<file path="config.mk">
export PLATFORM = sky130hd
export DESIGN_NAME = sclk_ctrl_core
export DESIGN_NICKNAME = d
export VERILOG_FILES = /design/src/rtl/sclk_pkg.sv /design/src/rtl/sclk_seq.sv /design/src/rtl/sclk_div.sv /design/src/rtl/sclk_ctrl_core.sv
export SDC_FILE = /design/constraint.sdc
export NUM_CORES = 1
export LEC_CHECK = 0
export ABC_AREA = 0
export BUFFER_PORTS_ARGS = -buffer_cell sky130_fd_sc_hd__clkbuf_2
export CAP_MARGIN = 20
export CORE_AREA = 2 2 83 85
export DETAILED_ROUTE_END_ITERATION = 7
export DIE_AREA = 0 0 85 87
export SKIP_CTS_REPAIR_TIMING = 1
export SLEW_MARGIN = 25
export SYNTH_ARGS = -nofsm -noshare
export SYNTH_HDL_FRONTEND = slang
export SYNTH_SLANG_ARGS = --single-unit
</file>
<file path="constraint.sdc">
create_clock -name clk -period 1.7 [get_ports clk]
set_input_delay 0.085 -clock clk [delete_from_list [all_inputs] [get_ports clk]]
set_output_delay 0.085 -clock clk [all_outputs]
set_load 0.02 [all_outputs]
</file>
<file path="src/rtl/sclk_pkg.sv">
package sclk_pkg;

    typedef enum logic [2:0] {
        ST_IDLE,
        ST_ARMED,
        ST_PEND,
        ST_LATCHED,
        ST_RUN
    } seq_state_e;

    // register addresses (fixed by the software sequence)
    localparam int A_VER   = 0;
    localparam int A_CTRL  = 1;
    localparam int A_MASK0 = 2;
    localparam int A_DIV   = 4;
    localparam int A_SEL   = 10;

    // control codes written to the control register
    localparam logic [7:0] CTRL_STOP  = 8'h00;
    localparam logic [7:0] CTRL_ARM   = 8'h40;
    localparam logic [7:0] CTRL_GO    = 8'h41;
    localparam logic [7:0] CTRL_LATCH = 8'h42;

    // status bit positions
    localparam int SB_RUN   = 0;
    localparam int SB_LATCH = 1;
    localparam int SB_READY = 3;
    localparam int SB_ARM   = 6;

endpackage

</file>
<file path="src/rtl/sclk_seq.sv">
module sclk_seq
    import sclk_pkg::*;
(
    input  logic       clk,
    input  logic       rst_n,
    input  logic       wr_i,
    input  logic [7:0] wdata_i,
    output logic [7:0] status_o,
    output logic       run_o
);

    typedef struct packed {
        seq_state_e st;
    } seq_t;

    seq_t cur_q, nxt_d;

    always_comb begin
        nxt_d = cur_q;
        if (wr_i) begin
            if (wdata_i == CTRL_STOP) begin
                nxt_d.st = ST_IDLE;
            end else begin
                case (cur_q.st)
                    ST_IDLE:    if (wdata_i == CTRL_ARM) nxt_d.st = ST_ARMED;
                    ST_ARMED:   if (wdata_i == CTRL_LATCH) nxt_d.st = ST_PEND;
                    ST_PEND:    if (wdata_i == CTRL_ARM) nxt_d.st = ST_LATCHED;
                    ST_LATCHED: begin
                        if (wdata_i == CTRL_LATCH)   nxt_d.st = ST_PEND;
                        else if (wdata_i == CTRL_GO) nxt_d.st = ST_RUN;
                    end
                    default: ;
                endcase
            end
        end
    end

    always_ff @(posedge clk) begin
        if (!rst_n) cur_q <= '{st: ST_IDLE};
        else        cur_q <= nxt_d;
    end

    always_comb begin
        status_o           = 8'h00;
        status_o[SB_ARM]   = (cur_q.st != ST_IDLE);
        status_o[SB_READY] = (cur_q.st == ST_IDLE) || (cur_q.st == ST_LATCHED)
                           || (cur_q.st == ST_RUN);
        status_o[SB_LATCH] = (cur_q.st == ST_PEND);
        status_o[SB_RUN]   = (cur_q.st == ST_RUN);
    end

    assign run_o = (cur_q.st == ST_RUN);

    // stop always returns to idle
    p_stop_idle_r8: assert property (@(posedge clk) disable iff (!rst_n)
        (wr_i && wdata_i == CTRL_STOP) |=> (status_o == 8'h08));

    // second arm write after the latch code gives the latched status
    p_latch_done_r6: assert property (@(posedge clk) disable iff (!rst_n)
        (wr_i && wdata_i == CTRL_ARM && status_o == 8'h42) |=> (status_o == 8'h48));

    // go from the latched status starts running
    p_go_run_r7: assert property (@(posedge clk) disable iff (!rst_n)
        (wr_i && wdata_i == CTRL_GO && status_o == 8'h48) |=> (run_o && status_o == 8'h49));

    // without a control write the status does not move
    p_hold_r9: assert property (@(posedge clk) disable iff (!rst_n)
        !wr_i |=> $stable(status_o));

endmodule

</file>
<file path="src/rtl/sclk_div.sv">
module sclk_div #(
    parameter int DIV_W = 8
) (
    input  logic             clk,
    input  logic             rst_n,
    input  logic             tick0_i,
    input  logic             tick1_i,
    input  logic             sel_i,
    input  logic [DIV_W-1:0] ratio_i,
    input  logic             reload_i,
    input  logic             run_i,
    output logic             stb_o
);

    typedef struct packed {
        logic [DIV_W-1:0] cnt;
        logic             stb;
    } div_t;

    div_t cur_q, nxt_d;
    logic tick;

    always_comb begin
        tick      = sel_i ? tick1_i : tick0_i;
        nxt_d     = cur_q;
        nxt_d.stb = 1'b0;
        if (reload_i || !run_i) begin
            nxt_d.cnt = '0;
        end else if (tick) begin
            if (cur_q.cnt == ratio_i) begin
                nxt_d.cnt = '0;
                nxt_d.stb = 1'b1;
            end else begin
                nxt_d.cnt = cur_q.cnt + 1'b1;
            end
        end
    end

    always_ff @(posedge clk) begin
        if (!rst_n) cur_q <= '0;
        else        cur_q <= nxt_d;
    end

    assign stb_o = cur_q.stb;

    // a strobe only follows a running cycle
    p_stb_run_r11: assert property (@(posedge clk) disable iff (!rst_n)
        stb_o |-> $past(run_i));

    // a reload clears the phase
    p_reload_r10: assert property (@(posedge clk) disable iff (!rst_n)
        reload_i |=> (cur_q.cnt == '0));

    // the count never passes the ratio
    p_cnt_range_r5: assert property (@(posedge clk) disable iff (!rst_n)
        cur_q.cnt <= ratio_i);

endmodule

</file>
<file path="src/rtl/sclk_ctrl_core.sv">
module sclk_ctrl_core
    import sclk_pkg::*;
#(
    parameter int         ADDR_W  = 4,
    parameter int         DIV_W   = 8,
    parameter int         CHAN_N  = 16,
    parameter logic [7:0] VERSION = 8'h10
) (
    input  logic              clk,
    input  logic              rst_n,
    input  logic              base_en0,
    input  logic              base_en1,
    input  logic              bus_wr,
    input  logic              bus_rd,
    input  logic [ADDR_W-1:0] bus_addr,
    input  logic [7:0]        bus_wdata,
    output logic [7:0]        bus_rdata,
    output logic              bus_rvalid,
    output logic [CHAN_N-1:0] chan_mask,
    output logic              sample_stb
);

    localparam int MASK_BYTES = CHAN_N / 8;
    localparam logic [ADDR_W-1:0] AD_VER  = ADDR_W'(A_VER);
    localparam logic [ADDR_W-1:0] AD_CTRL = ADDR_W'(A_CTRL);
    localparam logic [ADDR_W-1:0] AD_DIV  = ADDR_W'(A_DIV);
    localparam logic [ADDR_W-1:0] AD_SEL  = ADDR_W'(A_SEL);

    typedef struct packed {
        logic [CHAN_N-1:0] mask;
        logic [DIV_W-1:0]  ratio;
        logic              sel;
        logic [7:0]        rdata;
        logic              rvalid;
    } regs_t;

    regs_t cur_q, nxt_d;
    logic [7:0] status;
    logic [7:0] rd_val;
    logic       run;
    logic       ctrl_wr;
    logic       reload;

    assign ctrl_wr = bus_wr && (bus_addr == AD_CTRL);
    assign reload  = bus_wr && ((bus_addr == AD_DIV) || (bus_addr == AD_SEL));

    always_comb begin
        nxt_d        = cur_q;
        nxt_d.rvalid = bus_rd;
        rd_val       = 8'h00;
        if (bus_wr) begin
            for (int b = 0; b < MASK_BYTES; b++) begin
                if (bus_addr == ADDR_W'(A_MASK0 + b)) nxt_d.mask[b*8 +: 8] = bus_wdata;
            end
            if (bus_addr == AD_DIV) nxt_d.ratio = bus_wdata[DIV_W-1:0];
            if (bus_addr == AD_SEL) nxt_d.sel   = bus_wdata[0];
        end
        if (bus_addr == AD_VER)  rd_val = VERSION;
        if (bus_addr == AD_CTRL) rd_val = status;
        for (int b = 0; b < MASK_BYTES; b++) begin
            if (bus_addr == ADDR_W'(A_MASK0 + b)) rd_val = cur_q.mask[b*8 +: 8];
        end
        if (bus_addr == AD_DIV) rd_val = 8'(cur_q.ratio);
        if (bus_addr == AD_SEL) rd_val = {7'b0, cur_q.sel};
        if (bus_rd) nxt_d.rdata = rd_val;
    end

    always_ff @(posedge clk) begin
        if (!rst_n) cur_q <= '0;
        else        cur_q <= nxt_d;
    end

    assign bus_rdata  = cur_q.rdata;
    assign bus_rvalid = cur_q.rvalid;
    assign chan_mask  = cur_q.mask;

    sclk_seq u_seq (
        .clk      (clk),
        .rst_n    (rst_n),
        .wr_i     (ctrl_wr),
        .wdata_i  (bus_wdata),
        .status_o (status),
        .run_o    (run)
    );

    sclk_div #(.DIV_W(DIV_W)) u_div (
        .clk      (clk),
        .rst_n    (rst_n),
        .tick0_i  (base_en0),
        .tick1_i  (base_en1),
        .sel_i    (cur_q.sel),
        .ratio_i  (cur_q.ratio),
        .reload_i (reload),
        .run_i    (run),
        .stb_o    (sample_stb)
    );

    // read data valid exactly one cycle after the strobe
    p_rd_latency_r2: assert property (@(posedge clk) disable iff (!rst_n)
        bus_rd |=> bus_rvalid);
    p_rd_quiet_r2: assert property (@(posedge clk) disable iff (!rst_n)
        !bus_rd |=> !bus_rvalid);

    // unmapped upper addresses read zero
    p_unmapped_r2: assert property (@(posedge clk) disable iff (!rst_n)
        (bus_rd && bus_addr > AD_SEL) |=> (bus_rdata == 8'h00));

    // version register is constant
    p_version_r1: assert property (@(posedge clk) disable iff (!rst_n)
        (bus_rd && bus_addr == AD_VER) |=> (bus_rdata == VERSION));

    // low mask byte follows its write
    p_mask_lo_r3: assert property (@(posedge clk) disable iff (!rst_n)
        (bus_wr && bus_addr == ADDR_W'(A_MASK0)) |=> (chan_mask[7:0] == $past(bus_wdata)));

endmodule

</file>
==> flow_summary_export.csv <==
group,metric,value,unit
status,outcome,"completed",
timing,worstMarginPinSlew,0.529,ns
place,post-place-ws,0.0437,ns
setup_path,critPathLaunchType,"flip-flop",
cts,cts_buffers,5,
yosys,synth.distinct_cells,44,
floorplanning,ios,44,
yosys,yosys_warnings,0,
setup_path,max_stage_delay,0.38,ns
floorplanning,initial_core_util,37.6,%
floorplanning,rows,30,
pwr,leakagePower,1.19,nW
global_routing,antenna_found_initial,0,
setup_path,crit_chain,"and4b_1, or3_1, a22oi_2, nor2b_2, mux2_4",
setup_path,cp.required,1.89,ns
timing,slew_violations,0,
routing,num_vias,1994,
worst_hold_path,whs_path_depth,3,
setup_path,critPathMaxFanout,9,
routing,dr.pass1.iters,4,
routing,ant_nets,0,
timing,relSlewSlack,64.6,%
floorplanning,die_w,85,um
timing,grt_setup_unrepaired,"false",
setup_path,r2r_slack,0.10,ns
place,dp_hpwl,4270,um
setup_path,worstPathArrival,1.79,ns
timing,min_period_over_period,94.1,%
routing,dr.first_iter.drc_count,48,
cts,cts.reportedPaths.clkPinSlew,0.08,ns
global_routing,grt_pass1_wl,9130,um
floorplanning,die-area,7400,um^2
yosys,synth_edf_count,0,
setup_path,critPathCaptureType,"flip-flop",
yosys,synthesis.area,2470,um^2
place,buffer_ports.inserted,43,
cts,cts_tree,"done",
yosys,synth_cells,290,
pwr,power_density,735,nW/um^2
routing,drc,0,
cells_and_area,fillers,674,
global_routing,grt_start_max_net_pins,20,
timing,hold_violations,0,
timing,setup_viol,0,
timing,setup_tns,0,ns
yosys,synthArstFlopShare,0,%
yosys,ys_seq_area_share,37.3,%
pwr,vdd_drop_max,0.000345,V
routing,wl_per_cell,14.4,um
timing,finalWorstSetupSlack,0.101,ns
yosys,synth_nets,309,
yosys,avgSynthCellArea,8.51,um^2
timing,timing.fmax,625,MHz
cts,htree_levels,2,
setup_path,setup.worst_path.class,"flip-flop to flip-flop",
cells_and_area,diodes,0,
global_routing,grt.total_usage,15.5,%
floorplanning,die_h,87,um
cts,cts_buffer_depth,2,
cells_and_area,regArea,922,um^2
setup_path,crit_slowest_cell,"dfxtp_1",
global_routing,grt_overflow,0,
routing,wirelength,5650,um
setup_path,worstRegToRegCells,5,
cts,clk_latency,0.30,ns
cts,numClockSinks,46,
setup_path,cp.depth,5,
cells_and_area,area_growth,8.92,%
yosys,ys_seq_elements,46,
flow_run,maxCapViolCount,0,
yosys,synth_ff_type,"dfxtp_1",
routing,avgViaCountPerCell,5.10,
setup_path,crit_family,"simple AND/OR/NAND/NOR gates",
floorplanning,core,6570,um^2
cells_and_area,nNetsFinal,331,
cts,clock-root-buffer,"clkbuf_8",
place,globalplace.congestion,0.800,
global_routing,grt_pass1_vias,1852,
worst_hold_path,min_path_type,"input port to flip-flop",
timing,skew,0.00782,ns
setup_path,cp_num_buf_inv,0,
cells_and_area,drive_gt1_share,22.8,%
timing,fin_crit,1.60,ns
cells_and_area,multiInputGateArea,1270,um^2
-- power by group --
part           switching [mW]  total [mW]  internal (mW)
clock network           0.351       0.666          0.314
logic                   0.131       0.210         0.0788
registers              0.0102        1.10           1.09
-- final timing paths --
kind                                                   from                          end
worst min register to register       cur_q[10]$_SDFFE_PN0P_       cur_q[10]$_SDFFE_PN0P_
worst max register to register  u_seq.cur_q[0]$_SDFFE_PN0P_  u_seq.cur_q[2]$_SDFFE_PN0P_
worst max-delay path            u_seq.cur_q[0]$_SDFFE_PN0P_  u_seq.cur_q[2]$_SDFFE_PN0P_
worst min-delay path                           bus_wdata[3]       cur_q[13]$_SDFFE_PN0P_
-- layer usage --
| layer | GRT usage [%] | vias up | share of wire, % |
|---|---|---|---|
| li1 | - | 1022 | - |
| met1 | 21.3 | 918 | 48 |
| met2 | 24.0 | 50 | 46 |
| met3 | 2.84 | 4 | 5.0 |
| met4 | 6.35 | 0 | 1.1 |
| met5 | 0 | - | 0 |
-- worst reg2reg max path, delay by kind of cell, from the launching register on --
| family | cells | cell delay [ns] |
|---|---|---|
| and+or+nand+nor | 3 | 0.62 |
| DFF | 1 | 0.38 |
| muxes | 1 | 0.29 |
| AOI/OAI and AO/OA | 1 | 0.19 |
-- kinds of logic after synthesis --
logic type               after synthesis  synth area share, %
multiplexers                          23                 9.73
flip-flops                            46                 37.3
adder cells (fa/ha/maj)                1                0.507
AO/OA/AOI/OAI                         48                 12.1
buffers and inverters                 43                 11.5
XOR/XNOR                              16                 5.68
AND/OR/NAND/NOR                      113                 23.2
-- registers in the layout, indices dropped and copies added (netlist names) --
signal / flops
bus_rdata: 8
u_div.stb_o: 1
chan_mask: 16
u_seq.cur_q: 3
bus_rvalid: 1
u_div.cur_q: 8
cur_q: 9
-- cells in the final DEF (no fill, tap or decap), types with 3 or more instances in the layout --
master | netlist | final
inv_1 | 3 | 3
buf_4 | 27 | 12
a21oi_1 | 19 | 19
dfxtp_1 | 46 | 45
xnor2_1 | 7 | 7
clkbuf_8 | 0 | 6
xor2_1 | 9 | 9
nand3_1 | 17 | 17
nor2_1 | 40 | 40
nor2b_1 | 3 | 3
mux2i_1 | 21 | 21
nor3_1 | 5 | 5
and3b_1 | 3 | 3
clkbuf_2 | 0 | 43
o21ai_0 | 13 | 13
nand4_1 | 5 | 5
nand2_1 | 21 | 21
a2bb2oi_1 | 6 | 6
-- per-stage QoR --
stage | area [um^2] | std cells | hold slack (ns) | util (%) | total power, mW
floorplan | 2470 | 290 | 0.229 | - | 1.27
global route | 2690 | 391 | 0.106 | 40.9 | 2.05
detailed placement | 2600 | 385 | 0.388 | 39.6 | 1.34
CTS | 2690 | 391 | 0.0735 | 40.9 | 2.00
finish | 2690 | 391 | 0.0776 | 40.9 | 1.98
global placement | 2600 | 385 | 0.386 | 39.6 | 1.34
-- layout make-up --
class / count / area share [%]
multi-input combinational: 201 / 47.1
clock buffer: 6 / 3.07
inverter: 3 / 0.419
timing repair buffer: 55 / 11.4
sequential: 46 / 34.3
tap: 80 / 3.72
-- synth_stat cells, drive strengths merged (2+ instances only) --
cell	n	area share, %
and3b	3	1.1
o21ai	13	2.6
mux2	2	1.2
nor3	5	1.0
xor2	9	3.2
nor2b	4	1.1
nor3b	3	1.1
xnor2	7	2.5
nand4	6	1.8
a21oi	19	3.9
nand2	21	3.2
a221oi	2	0.71
and3	2	0.51
dfxtp	46	37
mux2i	21	8.5
o31ai	2	0.61
nor2	40	6.1
nand2b	3	0.76
a2bb2oi	6	2.1
nand3	17	3.4
inv	3	0.46
clkbuf	7	1.1
buf	33	9.9
No activity file was read; power rests on OpenSTA's default activity.
